--- src/rtl/csel_pkg.sv ---
// Package: shared constants and the space encoding of the chip-select block.
// Assumes the address is at least 16 bits wide so both fields exist.
package csel_pkg;
    localparam int FIELD_W = 8;   // width of a region bound
    localparam int IO_LSB  = 8;   // I/O field starts at address bit 8

    typedef enum logic {
        SPACE_MEM = 1'b0,
        SPACE_IO  = 1'b1
    } space_e;
endpackage

--- src/rtl/csel_region_match.sv ---
// Region matcher: one chip-select comparator.
// Picks the memory or I/O address field by the space bit and checks that
// it lies within the inclusive bounds, qualified by the matching strobe.
// Assumes lo <= hi for a useful region; an inverted range never hits.
module csel_region_match
    import csel_pkg::*;
(
    input  logic               en,
    input  space_e             space,
    input  logic               mem_req,
    input  logic               io_req,
    input  logic [FIELD_W-1:0] mem_field,
    input  logic [FIELD_W-1:0] io_field,
    input  logic [FIELD_W-1:0] lo,
    input  logic [FIELD_W-1:0] hi,
    output logic               hit
);
    logic [FIELD_W-1:0] field;
    logic               strobe;

    // Choose the compared field and the strobe that qualifies it.
    always_comb begin
        if (space == SPACE_IO) begin
            field  = io_field;
            strobe = io_req;
        end else begin
            field  = mem_field;
            strobe = mem_req;
        end
    end

    // Inclusive bounds comparison gated by enable and strobe.
    always_comb begin
        hit = en && strobe && (field >= lo) && (field <= hi);
    end
endmodule

--- src/rtl/csel_priority.sv ---
// Fixed-priority picker: the lowest-numbered active request wins.
// Output is one-hot or all zero.
module csel_priority #(
    parameter int N = 4
) (
    input  logic [N-1:0] req,
    output logic [N-1:0] grant
);
    // Scan upward and keep only the first set bit.
    always_comb begin
        logic taken;
        taken = 1'b0;
        grant = '0;
        for (int i = 0; i < N; i++) begin
            if (req[i] && !taken) begin
                grant[i] = 1'b1;
                taken    = 1'b1;
            end
        end
    end
endmodule

--- src/rtl/csel_wait_ctrl.sv ---
// Wait-state controller: counts the internal wait states of an access,
// then gates ready with a synchronized external hold.
// Assumes the strobe stays high until ready is seen. SYNC_STAGES >= 2.
module csel_wait_ctrl #(
    parameter int WAIT_W      = 3,
    parameter int SYNC_STAGES = 2
) (
    input  logic              clk,
    input  logic              rst_n,
    input  logic              req,
    input  logic [WAIT_W-1:0] load_val,
    input  logic              ext_hold,
    output logic              ready
);
    logic [SYNC_STAGES-1:0] hold_sync;
    logic                   active;
    logic [WAIT_W-1:0]      cnt;

    // Bring the asynchronous hold input into the clock domain.
    always_ff @(posedge clk) begin
        if (!rst_n) hold_sync <= '0;
        else        hold_sync <= {hold_sync[SYNC_STAGES-2:0], ext_hold};
    end

    // Track the access and count down its internal wait states.
    always_ff @(posedge clk) begin
        if (!rst_n) begin
            active <= 1'b0;
            cnt    <= '0;
        end else if (!req) begin
            active <= 1'b0;
            cnt    <= '0;
        end else if (!active) begin
            active <= 1'b1;
            cnt    <= load_val;
        end else if (cnt != '0) begin
            cnt <= cnt - 1'b1;
        end
    end

    // Ready once the count is spent and no hold is seen.
    always_comb begin
        ready = req && active && (cnt == '0) && !hold_sync[SYNC_STAGES-1];
    end
endmodule

--- src/rtl/csel_wait_gen.sv ---
// Top: four-way programmable chip-select decoder with per-select wait states.
// Each select compares either the memory field (top byte) or the I/O field
// (bits IO_LSB up) against its bounds. The lowest index wins, and the
// winner's wait count is loaded at the start of each access.
// Assumes the configuration is static while an access is in flight.
module csel_wait_gen
    import csel_pkg::*;
#(
    parameter int N_SEL       = 4,
    parameter int ADDR_W      = 24,
    parameter int WAIT_W      = 3,
    parameter int SYNC_STAGES = 2
) (
    input  logic                      clk,
    input  logic                      rst_n,
    input  logic [ADDR_W-1:0]         addr,
    input  logic                      mem_req,
    input  logic                      io_req,
    input  logic [N_SEL-1:0]          cfg_en,
    input  logic [N_SEL-1:0]          cfg_io,
    input  logic [N_SEL*FIELD_W-1:0]  cfg_lo,
    input  logic [N_SEL*FIELD_W-1:0]  cfg_hi,
    input  logic [N_SEL*WAIT_W-1:0]   cfg_wait,
    input  logic                      ext_hold,
    output logic [N_SEL-1:0]          sel_n,
    output logic                      ready
);
    localparam int MEM_LSB = ADDR_W - FIELD_W;

    logic [FIELD_W-1:0] mem_field;
    logic [FIELD_W-1:0] io_field;
    logic [N_SEL-1:0]   hits;
    logic [N_SEL-1:0]   grant;
    logic [WAIT_W-1:0]  wait_sel;
    logic               any_req;
    logic               unused_low;

    // Split the address into the two compared fields.
    always_comb begin
        mem_field  = addr[MEM_LSB +: FIELD_W];
        io_field   = addr[IO_LSB +: FIELD_W];
        unused_low = ^addr[IO_LSB-1:0];
        any_req    = mem_req || io_req;
    end

    // One comparator per chip select.
    for (genvar g = 0; g < N_SEL; g++) begin : g_match
        csel_region_match u_match (
            .en        (cfg_en[g]),
            .space     (space_e'(cfg_io[g])),
            .mem_req   (mem_req),
            .io_req    (io_req),
            .mem_field (mem_field),
            .io_field  (io_field),
            .lo        (cfg_lo[g*FIELD_W +: FIELD_W]),
            .hi        (cfg_hi[g*FIELD_W +: FIELD_W]),
            .hit       (hits[g])
        );
    end

    csel_priority #(.N(N_SEL)) u_prio (
        .req   (hits),
        .grant (grant)
    );

    // Pick the wait count of the winning select (zero when none).
    always_comb begin
        wait_sel = '0;
        for (int i = 0; i < N_SEL; i++) begin
            if (grant[i]) wait_sel = cfg_wait[i*WAIT_W +: WAIT_W];
        end
    end

    csel_wait_ctrl #(.WAIT_W(WAIT_W), .SYNC_STAGES(SYNC_STAGES)) u_wait (
        .clk      (clk),
        .rst_n    (rst_n),
        .req      (any_req),
        .load_val (wait_sel),
        .ext_hold (ext_hold),
        .ready    (ready)
    );

    // Drive the active-low selects.
    always_comb begin
        sel_n = ~grant;
    end
endmodule

--- config.mk ---
export PLATFORM = sky130hd
export DESIGN_NAME = csel_wait_gen
export DESIGN_NICKNAME = d
export VERILOG_FILES = /design/src/rtl/csel_pkg.sv /design/src/rtl/csel_region_match.sv /design/src/rtl/csel_priority.sv /design/src/rtl/csel_wait_ctrl.sv /design/src/rtl/csel_wait_gen.sv
export SDC_FILE = /design/constraint.sdc
export NUM_CORES = 1
export LEC_CHECK = 0
export BUFFER_PORTS_ARGS = -buffer_cell sky130_fd_sc_hd__buf_2
export CAP_MARGIN = 20
export CORE_MARGIN = 10
export CORE_UTILIZATION = 35
export DETAILED_ROUTE_END_ITERATION = 8
export PLACE_DENSITY_LB_ADDON = 0.1
export SLEW_MARGIN = 10
export SYNTH_ARGS = -nofsm -noshare
export SYNTH_HDL_FRONTEND = slang
export SYNTH_SLANG_ARGS = --single-unit
--- constraint.sdc ---
create_clock -name clk -period 4.9 [get_ports clk]
set_clock_uncertainty 0.15 [all_clocks]
set_input_delay 0.735 -clock clk [delete_from_list [all_inputs] [get_ports clk]]
set_output_delay 0.735 -clock clk [all_outputs]
set_load 0.05 [all_outputs]
### Word-level counts from Yosys, hierarchy flattened

Cells that the tools add are included.

| word-level totals | value |
|---|---|
| latch bits | 0 |
| register bits | 6 |
| output and inout port bits | 5 |
| input port bits | 113 |
| RAM bits | 0 |
| memory bits (read-only) | 0 |
| word-level logic and storage cells | 61 |
| memories | 0 |

| operators by class | value |
|---|---|
| equality and inequality tests | 1 |
| $lt $le $gt $ge | 8 |
| $add $sub $neg | 1 |
| bitwise operators | 1 |
| divide/modulo/power cells | 0 |
| shift operators | 0 |
| reduce and logical (&&, ||, !) cells | 26 |
| muxes and demuxes | 21 |
| $mul | 0 |

Operator list:

| cell | count |
|---|---|
| 8-bit greater-or-equal comparator | 4 |
| 8-bit less-or-equal comparator | 4 |
| 8-bit two-way mux | 4 |
| 1-bit logical AND | 18 |
| 3-bit two-way mux | 6 |
| 1-bit two-way mux | 11 |
| 1-bit logical NOT | 4 |
| 4-bit NOT | 1 |
| 3-bit logical NOT | 1 |
| 3-bit nonzero test | 1 |
| 3-bit by 1-bit subtractor with 3-bit output (second input constant) | 1 |
| 2-bit inequality test (second input constant) | 1 |
| 2-bit AND reduction | 1 |
| 1-bit logical OR | 1 |

### Depth between registers and ports, before layout

Gate-level depths: netlist of the first run.

| logic depth | value |
|---|---|
| depth in word-level cells | 16 |
| gate-level depth with buffers | 10 |
| depth with buffers taken out | 9 |

### Hierarchy

A second synthesis of the first run with hierarchy kept.

| unflattened totals | value |
|---|---|
| cell total of the unflattened synthesis | 307 |
| area, all modules | 2536.2 um^2 |

Modules (own cells, without submodules):

| module | cells each | sequential area each (um^2) | area each (um^2) | instances |
|---|---|---|---|---|
| csel_region_match | 63 | 0.0 | 529.3 | 4 |
| csel_wait_ctrl | 31 | 120.1 | 280.3 | 1 |
| csel_wait_gen | 20 | 0.0 | 102.6 | 1 |
| csel_priority | 4 | 0.0 | 36.3 | 1 |

### Worst setup path after synthesis of the first run

Ideal clock, no wire load.

| timing path | value |
|---|---|
| path type | input port to output port |
| from | in cfg_io[0] |
| to | out sel_n[1] |
| arrival time | 2981 ps |
| slack | 1034 ps |
| required time | 4015 ps |
| buffers on the path | 1 |
| stages | 9 |
| path through | buf_2 > mux2_2 > ha_1 > nor2b_1 > o211ai_1 > a21oi_1 > nor4_2 > inv_2 > nand2_1 |

| on the way | value |
|---|---|
| cells in the longest elaborated chain, start to end | 9 |
| elaborated cells on any way between the ends | 12 |
| classes of those cells | order compare (2); mux (4); bitwise (1); reduce/logical (5) |

RTL lines:

| item | RTL line | text |
|---|---|---|
| start: declaration | csel_wait_gen.sv:20 | `input logic [N_SEL-1:0] cfg_io,` |
| 8-bit two-way mux / 1-bit two-way mux (equally long branches) | csel_region_match.sv:23 | `if (space == SPACE_IO) begin` |
| 8-bit greater-or-equal comparator / 1-bit logical AND (equally long branches) | csel_region_match.sv:34 | `hit = en && strobe && (field >= lo) && (field <= hi);` |
| 1-bit logical AND | csel_region_match.sv:34 |  |
| 1-bit logical AND * | csel_region_match.sv:34 |  |
| 1-bit two-way mux * | csel_priority.sv:15 | `if (req[i] && !taken) begin` |
| 1-bit logical NOT * | csel_priority.sv:15 |  |
| 1-bit logical AND * | csel_priority.sv:15 |  |
| 1-bit two-way mux * | csel_priority.sv:15 |  |
| 4-bit NOT * | csel_wait_gen.sv:85 | `sel_n = ~grant;` |
| end: declaration | csel_wait_gen.sv:25 | `output logic [N_SEL-1:0] sel_n,` |

Every way passes the cells marked *; elsewhere a longest branch is shown, timed or not.

### Final worst setup path of the first run

| timing path | value |
|---|---|
| from | in cfg_io[0] |
| to | out sel_n[2] |

| on the way | value |
|---|---|
| cells in the longest elaborated chain, start to end | 12 |
| elaborated cells on any way between the ends | 15 |
| classes of those cells | order compare (2); mux (5); bitwise (1); reduce/logical (7) |

RTL lines:

| item | RTL line |
|---|---|
| 8-bit two-way mux / 1-bit two-way mux (equally long branches) | csel_region_match.sv:23 |
| 8-bit greater-or-equal comparator / 1-bit logical AND (equally long branches) | csel_region_match.sv:34 |
| 1-bit logical AND | csel_region_match.sv:34 |
| 1-bit logical AND * | csel_region_match.sv:34 |
| 1-bit two-way mux * | csel_priority.sv:15 |
| 1-bit logical NOT | csel_priority.sv:15 |
| 1-bit logical AND | csel_priority.sv:15 |
| 1-bit two-way mux * | csel_priority.sv:15 |
| 1-bit logical NOT * | csel_priority.sv:15 |
| 1-bit logical AND * | csel_priority.sv:15 |
| 1-bit two-way mux * | csel_priority.sv:15 |
| 4-bit NOT * | csel_wait_gen.sv:85 |

Marked as above.

==> impl_metrics.csv, run 1 <==
group,metric,value,unit
logic_synthesis,ys_warn_count,0,
power,comb_power_share,67.8,%
power,p_int,0.233,mW
timing,finalCritPeriodShare,82.2,%
power,switching_power,0.163,mW
drt,wl_per_cell,15.0,um
clock_tree,cts-resized-gates,0,
global_route,grt_pass1_vias,2633,
drt,drt_first_iter_violations,37,
power,pwr-share-seq,13.8,%
worst_setup_path,path_cells,"buf_2 -> mux2_2 -> ha_1 -> a211oi_1 -> o21ai_0 -> a21oi_1 -> nor4_2 -> buf_4 -> or3_2 -> buf_2",
die,num_io_pins,118,
layout,multi_input_area,2040,um^2
logic_synthesis,synthTopCellsByArea,"ha_1 34%, mux2_2 13%, inv_1 9.5%",
power,p_sw_share,41.1,%
global_route,antenna_found_initial,0,
placed_design,placed_area,3050,um^2
layout,finalInstanceArea,3100,um^2
worst_hold_path,hp-class,"register to register",
die,die_area,10600,um^2
clock_tree,cts.path.max_buffers,2,
logic_synthesis,ys_async_sr_fraction,0,%
power,p_leak,1.75,nW
die,row_count,30,
layout,nFillCells,734,
clock_tree,cts_setup_buffers,0,
timing,setup_viol,0,
worst_setup_path,arrival,3.14,ns
logic_synthesis,ys_types,46,
worst_setup_path,end_kind,"output pin",
flow_run,drv_cap,0,
clock_tree,cts_buffers,3,
power,ir_drop,0.115,mV
layout,area_growth,27.9,%
worst_setup_path,critPathBufInv,3,
worst_setup_path,required,4.01,ns
logic_synthesis,synth.most_common_cell,"ha_1",
layout,diodes,0,
drt,routed_via_density,4.98,
logic_synthesis,ys_top_cells_by_count,"66 x ha_1, 61 x inv_1, 28 x mux2_2, 23 x a21oi_1, 20 x nand2_1",
logic_synthesis,ys_seq_area_share,4.96,%
drt,vias,2478,
power,power-per-cell-area,128,nW/um^2
timing,hold_viol,0,
timing,max_clock_freq,248,MHz
timing,worstMarginPinSlew,0.447,ns
clock_tree,cts_tree,"yes",
die,start_util,35.8,%
timing,setup_tns,0,ns
global_route,grt_max_degree,11,
clock_tree,cts-root-buf,"clkbuf_8",
worst_setup_path,critPathKind,"input pin to output pin",
worst_setup_path,slowest_stage,"or3_2",
die,die_y,103,um
logic_synthesis,synth_area_leader_cell,"ha_1",
layout,fin_util,45.8,%
logic_synthesis,ys_seq_elements,6,
logic_synthesis,syn_nets,487,
drt,firstDrtPassIters,4,
drt,finalWirelength,7.46,mm
drt,postRouteAntennaNets,0,
timing,timing.final.max_slew_violations,0,
logic_synthesis,ys.flop_type,"dfxtp_1",
logic_synthesis,syn_area_per_cell,7.86,um^2
timing,slew_headroom,70.1,%
layout,nets,599,
clock_tree,h-tree-depth,1,
power,pwr-share-clk,18.4,%
placed_design,dpl.hpwl,6.87,mm
worst_setup_path,max_stage_delay,0.47,ns
logic_synthesis,synthCells,308,
placed_design,place.gp.congestion,0.824,
logic_synthesis,synth.top_cell.area_share,34.1,%
clock_tree,worstSkewPairLatency,0.22,ns
global_route,grt_pass1_wl,11.8,mm
status,status,"completed",
layout,drive_gt1_share,36.1,%
die,coreArea,6760,um^2
clock_tree,clkTransAtPathRegs,0.03,ns
clock_tree,clock-sinks,6,
worst_setup_path,path_delay_family,"buffers and inverters",
worst_setup_path,path_max_fanout,10,
global_route,grt.total_usage,13.7,%
timing,rsz0062_at_grt,"false",
logic_synthesis,synth-edff-count,0,
die,die_x,103,um
placed_design,io_buffers,109,
placed_design,place_ws,0.859,ns
clock_tree,cts_hold_buffers,0,
timing,period_minus_slack,4.03,ns
drt,drc,0,
timing,setup_ws,0.874,ns
layout,regArea,120,um^2
worst_setup_path,cpMostUsedCell,"buf_2",
logic_synthesis,syn_area,2420,um^2
global_route,overflow,0,
worst_setup_path,cp-start-kind,"input pin",
==> through the flow <==
stage               hold slack, ns  power, mW  cells
floorplan                    0.262      0.233    308
global placement             0.265      0.321    495
detailed placement           0.273      0.326    495
CTS                          0.281      0.401    498
global route                 0.294      0.443    498
finish                       0.279      0.395    498
==> final cells by class <==
cell class / count / area share (%)
flip-flops and latches: 6 / 3.88
repair buffers: 111 / 18.1
well taps: 80 / 3.23
clock buffers: 3 / 1.33
multi-input cells: 236 / 65.9
inverters: 62 / 7.52
==> final timing paths <==
kind	from	end	slack [ns]	cells past startpoint
worst max-delay path	cfg_io[0]	sel_n[2]	0.87	10
worst min-delay path	u_wait.hold_sync[0]	u_wait.hold_sync[1]	0.28	1
worst max register to register	u_wait.cnt[0]	u_wait.cnt[0]	3.43	7
worst min register to register	u_wait.hold_sync[0]	u_wait.hold_sync[1]	0.28	1
==> power by group through the flow <==
stage          sequential [mW]  clock (mW)  combinational, mW
2_1_floorplan           0.0548           0              0.179
3_3_place_gp            0.0555           0              0.266
3_5_place_dp            0.0555           0              0.271
4_1_cts                 0.0548      0.0746              0.272
5_1_grt                 0.0553      0.0781              0.310
6_report                0.0547      0.0726              0.268
==> sequential cells by signal, summed over array words and instances, names as in the netlist <==
register / count
u_wait.active: 1
u_wait.cnt: 3
u_wait.hold_sync: 2
==> cells by family (layout without fill, tap and decap cells) <==
family / count (synthesis) / after routing / synth area share (%)
muxes: 34 / 34 / 15.8
buffers and inverters: 66 / 176 / 10.7
and+or+nand+nor: 70 / 70 / 16.9
AOI/OAI and AO/OA: 65 / 65 / 17.2
xor gates and xnor gates: 1 / 1 / 0.362
DFF: 6 / 6 / 4.96
adders and majority gates: 66 / 66 / 34.1
==> metal layers <==
layer / up-vias / global-route usage (%) / part of all wire (%)
met2: 62 / 24.7 / 48
met4: 0 / 1.28 / 0.13
met1: 1100 / 16.7 / 44
met3: 2 / 3.06 / 6.9
li1: 1314 / - / -
met5: - / 0 / 0
==> layout by cell type, fill, tap and decap left out, types with 3 or more instances in the layout <==
| cell | n |
|---|---|
| nor2b_1 | 11 |
| a21oi_1 | 23 |
| mux2i_1 | 4 |
| o21ai_0 | 13 |
| mux2_2 | 28 |
| nand2b_1 | 5 |
| nor2_1 | 7 |
| dfxtp_1 | 6 |
| a31oi_1 | 3 |
| a21o_1 | 4 |
| clkbuf_8 | 3 |
| buf_2 | 109 |
| o211ai_1 | 6 |
| ha_1 | 66 |
| nand2_1 | 20 |
| nand4_1 | 8 |
| a2111oi_0 | 3 |
| inv_1 | 61 |
Note: power is estimated with default switching activity, not from simulation.
==> run 2: changes to the inputs <==
==> constraint.sdc (replaced) <==
create_clock -name clk -period 3.56 [get_ports clk]
set_clock_uncertainty 0.15 [all_clocks]
set_input_delay 0.534 -clock clk [delete_from_list [all_inputs] [get_ports clk]]
set_output_delay 0.534 -clock clk [all_outputs]
set_load 0.05 [all_outputs]
==> impl_metrics.csv, run 2 (same netlist as run 1, synthesis figures left out) <==
group,metric,value,unit
clock_tree,worstSkewPairLatency,0.22,ns
timing,setup_ws,0.156,ns
placed_design,io_buffers,109,
global_route,antenna_found_initial,0,
die,die_area,10600,um^2
worst_setup_path,slowest_stage,"or3_2",
drt,vias,2466,
worst_setup_path,arrival,2.72,ns
clock_tree,cts.path.max_buffers,2,
die,row_count,30,
layout,top_register,"u_wait.cnt",
worst_setup_path,cp-start-kind,"input pin",
timing,slew_headroom,72.3,%
layout,final_cell_mix,"105 x buf_2, 66 x ha_1, 61 x inv_1, 28 x mux2_2, 21 x a21oi_1",
global_route,grt_pass1_vias,2630,
placed_design,place.gp.congestion,0.802,
status,status,"completed",
global_route,grt_max_degree,9,
worst_setup_path,cpMostUsedCell,"clkbuf_4",
worst_setup_path,path_max_fanout,8,
drt,firstDrtPassIters,4,
clock_tree,clock-sinks,6,
timing,setup_viol,0,
placed_design,dpl.hpwl,6.75,mm
layout,diodes,0,
clock_tree,h-tree-depth,1,
layout,top_regs,"u_wait.cnt: 3 flops, u_wait.hold_sync: 2 flops, u_wait.active: 1 flops",
power,p_leak,1.80,nW
layout,drive_gt1_share,38.2,%
worst_setup_path,path_cells,"clkbuf_4 -> mux2_2 -> ha_1 -> a211oi_1 -> o21ai_1 -> a21oi_2 -> nor4_4 -> or3_2 -> clkbuf_4",
die,num_io_pins,118,
layout,nets,608,
drt,drc,0,
drt,routed_via_density,4.86,
drt,wl_per_cell,14.4,um
drt,finalWirelength,7.28,mm
power,power-per-cell-area,175,nW/um^2
global_route,grt_pass1_wl,11.6,mm
global_route,overflow,0,
worst_setup_path,critPathBufInv,2,
clock_tree,clkTransAtPathRegs,0.04,ns
timing,timing.final.max_slew_violations,0,
global_route,grt.total_usage,13.4,%
drt,postRouteAntennaNets,0,
layout,final_common_cell,"buf_2",
worst_setup_path,path_delay_family,"compound AO/OA/AOI/OAI gates",
layout,area_growth,31.9,%
timing,hold_viol,0,
die,die_x,103,um
worst_setup_path,critPathKind,"input pin to output pin",
layout,largest_reg_flops,3,
power,ir_drop,0.189,mV
die,start_util,35.8,%
clock_tree,cts-root-buf,"clkbuf_8",
worst_setup_path,max_stage_delay,0.48,ns
timing,finalCritPeriodShare,95.6,%
layout,nFillCells,722,
timing,rsz0062_at_grt,"false",
power,power,0.558,mW
placed_design,place_ws,0.0176,ns
worst_hold_path,hp-class,"register to register",
timing,setup_tns,0,ns
timing,worstMarginPinSlew,0.406,ns
worst_setup_path,end_kind,"output pin",
timing,period_minus_slack,3.40,ns
die,coreArea,6760,um^2
flow_run,drv_cap,0,
drt,drt_first_iter_violations,35,
die,die_y,103,um
clock_tree,cts_buffers,3,
worst_setup_path,required,2.88,ns
timing,max_clock_freq,294,MHz
clock_tree,cts_tree,"yes",
run 2: cell types whose count changed in the layout (fill, tap and decap cells not counted), sizes merged:
cell,previous run,this run
buf,111,116
clkbuf,3,7
run 2: per-stage QoR:
stage,std cells,hold WS [ns],cell area (um^2),utilization [%]
floorplan,308,0.262,2420,-
global placement,502,0.266,3110,46.0
detailed placement,502,0.273,3110,46.0
CTS,505,0.281,3150,46.6
global route,507,0.294,3190,47.3
finish,507,0.278,3190,47.3
run 2: worst register-to-register path: cells and delay by family (launching register included):
family                   cells  cell delay, ns
AND/OR/NAND/NOR              3            0.36
flip-flops                   1            0.29
adder cells (fa/ha/maj)      1            0.18
XOR/XNOR                     1            0.15
AO/OA/AOI/OAI                1            0.15
buffers and inverters        1            0.10
run 2: final timing paths:
path | startpoint | slack [ns] | depth (start not counted) | endpoint
setup / recovery | cfg_io[0] | 0.16 | 9 | sel_n[2]
hold / removal | u_wait.hold_sync[0] | 0.28 | 1 | u_wait.hold_sync[1]
setup reg to reg | u_wait.cnt[0] | 2.07 | 7 | u_wait.cnt[0]
hold reg to reg | u_wait.hold_sync[0] | 0.28 | 1 | u_wait.hold_sync[1]
run 2: final cells by class:
cell class | instances | area (um^2) | share of cell area, %
multi-input combinational | 236 | 2060 | 64.5
timing repair buffer | 120 | 638 | 20.0
inverter | 62 | 233 | 7.29
sequential | 6 | 120 | 3.76
tap | 80 | 100 | 3.13
clock buffer | 3 | 41.3 | 1.29
run 2: timing repair:
action                                  4_1_cts  5_1_grt
gates resized for setup                       0       12
setup buffers                                 0        2
hold buffers                                  0        0
endpoints found under the setup margin        0        3
run 2: per-layer routing:
metal / part of all wire [%] / vias to the layer above / GRT usage (%) / wire [um]
li1: - / 1336 / - / -
met1: 45 / 1061 / 16.2 / 3250
met2: 48 / 66 / 23.9 / 3470
met3: 7.5 / 3 / 3.52 / 548
met4: 0.25 / 0 / 1.28 / 18
met5: 0 / - / 0 / 0
run 2: where the power goes:
group / leakage [nW] / internal, mW / switching, mW
Sequential: 0.0495 / 0.0725 / 0.00273
Clock: 0.0216 / 0.0725 / 0.0276
Combinational: 1.73 / 0.185 / 0.197
Total: 1.80 / 0.330 / 0.228
==> run 3: changes to the inputs <==
==> constraint.sdc (replaced) <==
create_clock -name clk -period 2.9 [get_ports clk]
set_clock_uncertainty 0.15 [all_clocks]
set_input_delay 0.435 -clock clk [delete_from_list [all_inputs] [get_ports clk]]
set_output_delay 0.435 -clock clk [all_outputs]
set_load 0.05 [all_outputs]
==> impl_metrics.csv, run 3 (same netlist as run 1, synthesis figures left out) <==
group,metric,value,unit
worst_setup_path,critPathKind,"input pin to output pin",
drt,postRouteAntennaNets,0,
status,status,"finished, violations left",
clock_tree,cts.path.max_buffers,2,
global_route,grt_pass1_vias,2878,
die,num_io_pins,118,
layout,final_common_cell,"buf_2",
worst_hold_path,whs_path_depth,2,
timing,worstMarginPinSlew,0.382,ns
layout,top_regs,"u_wait.cnt: 3 flops, u_wait.hold_sync: 2 flops, u_wait.active: 1 flops",
timing,max_clock_freq,337,MHz
layout,drive_gt1_share,49.3,%
worst_setup_path,path_max_fanout,8,
clock_tree,h-tree-depth,1,
layout,area_growth,58.7,%
timing,setup_ws,-0.0673,ns
global_route,grt_pass1_wl,13.2,mm
timing,setup_tns,-0.151,ns
worst_setup_path,required,2.32,ns
clock_tree,cts_tree,"yes",
drt,firstDrtPassIters,4,
worst_setup_path,r2r-start,"u_wait.cnt[0]",
power,power-per-cell-area,217,nW/um^2
global_route,grt_max_degree,9,
drt,drt_first_iter_violations,35,
flow_run,drv_cap,0,
layout,diodes,0,
die,die_area,10600,um^2
layout,regArea,120,um^2
placed_design,place.gp.congestion,0.847,
clock_tree,worstSkewPairLatency,0.22,ns
drt,wl_per_cell,15.9,um
timing,rsz0062_at_grt,"true",
timing,slew_headroom,74.3,%
worst_setup_path,end_kind,"output pin",
die,coreArea,6760,um^2
worst_setup_path,rrSetupSlack,1.44,ns
status,violations,"setup timing",
layout,top_register,"u_wait.cnt",
clock_tree,cts_buffers,3,
timing,hold_viol,0,
die,start_util,35.8,%
layout,final_cell_mix,"101 x buf_2, 61 x inv_1, 47 x ha_1, 25 x buf_4, 19 x ha_4",
die,die_y,103,um
layout,largest_reg_flops,3,
worst_setup_path,worst-r2r-cell-count,7,
worst_setup_path,arrival,2.38,ns
drt,routed_via_density,5.00,
worst_hold_path,hp-class,"input pin to register",
placed_design,place_ws,-0.452,ns
global_route,grt.total_usage,15.4,%
clock_tree,clkTransAtPathRegs,0.03,ns
placed_design,dpl.hpwl,7.07,mm
worst_setup_path,r2r_end,"u_wait.cnt[0]",
placed_design,io_buffers,109,
clock_tree,cts_hold_buffers,0,
layout,nets,627,
timing,timing.final.max_slew_violations,0,
timing,setup_viol,3,
worst_setup_path,cp-start-kind,"input pin",
layout,multi_input_area,2470,um^2
clock_tree,clock-sinks,6,
worst_hold_path,hold_end,"u_wait.hold_sync[0]",
clock_tree,cts-root-buf,"clkbuf_8",
power,power,0.832,mW
drt,finalWirelength,8.36,mm
worst_hold_path,min_from,"ext_hold",
die,die_x,103,um
drt,vias,2630,
die,row_count,30,
global_route,antenna_found_initial,0,
layout,nFillCells,651,
drt,drc,0,
power,p_leak,2.02,nW
timing,period_minus_slack,2.97,ns
power,ir_drop,0.290,mV
timing,finalCritPeriodShare,102,%
global_route,overflow,0,
run 3: changes by cell type in the layout (fill, tap and decap cells not counted), sizes merged:
cell    before  now
clkbuf       7    3
buf        116  139
run 3: what timing repair did:
action | in CTS | in global routing
hold endpoints to repair | 0 | 0
resized for setup | 84 | 15
pin swaps | 25 | 10
setup endpoints to repair | 5 | 5
setup buffers | 3 | 2
gates cloned | 0 | 0
run 3: layout make-up:
class / count / area share, %
clock buffer: 3 / 1.07
inverter: 62 / 6.12
multi-input combinational: 236 / 64.4
sequential: 6 / 3.13
tap: 80 / 2.61
timing repair buffer: 139 / 22.7
run 3: worst max-delay path by stage:
stage	startpoint	end	slack [ns]
final	cfg_io[0]	sel_n[2]	-0.07
after floorplan	cfg_io[1]	sel_n[2]	-0.13
after detailed placement	cfg_io[0]	sel_n[2]	-0.45
after global routing	cfg_io[2]	sel_n[3]	-0.15
after CTS	cfg_io[0]	sel_n[3]	-0.09
after global placement	cfg_io[0]	sel_n[2]	-0.45
run 3: layer usage:
| metal | vias to the layer above | part of all wire, % | global-route usage (%) |
|---|---|---|---|
| li1 | 1369 | - | - |
| met1 | 1192 | 43 | 17.9 |
| met3 | 4 | 6.7 | 4.19 |
| met2 | 65 | 50 | 27.7 |
| met4 | 0 | 0.55 | 2.25 |
| met5 | - | 0 | 0 |
run 3: where the power goes:
group          total (mW)  leakage, nW  switching (mW)  internal, mW
registers          0.0925       0.0495         0.00346        0.0891
logic               0.616         1.95           0.300         0.316
clock network       0.124       0.0216          0.0349        0.0891
run 3: through the flow:
| stage | instance area, um^2 | hold slack (ns) | cells | util (%) |
|---|---|---|---|---|
| 2_1_floorplan | 2440 | 0.262 | 308 | - |
| 3_3_place_gp | 3250 | 0.287 | 519 | 48.1 |
| 3_5_place_dp | 3250 | 0.282 | 519 | 48.1 |
| 4_1_cts | 3730 | 0.275 | 525 | 55.3 |
| 5_1_grt | 3840 | 0.276 | 526 | 56.9 |
| 6_report | 3840 | 0.275 | 526 | 56.9 |
run 3: worst max-delay path, stage by stage:
cell and delay, ns:
buf_12 0.11, mux2_2 0.38, ha_4 0.28, nand4_1 0.12, nand2b_4 0.18, a21oi_4 0.13, nor4_4 0.05, buf_6 0.14
or3_4 0.39, buf_8 0.16
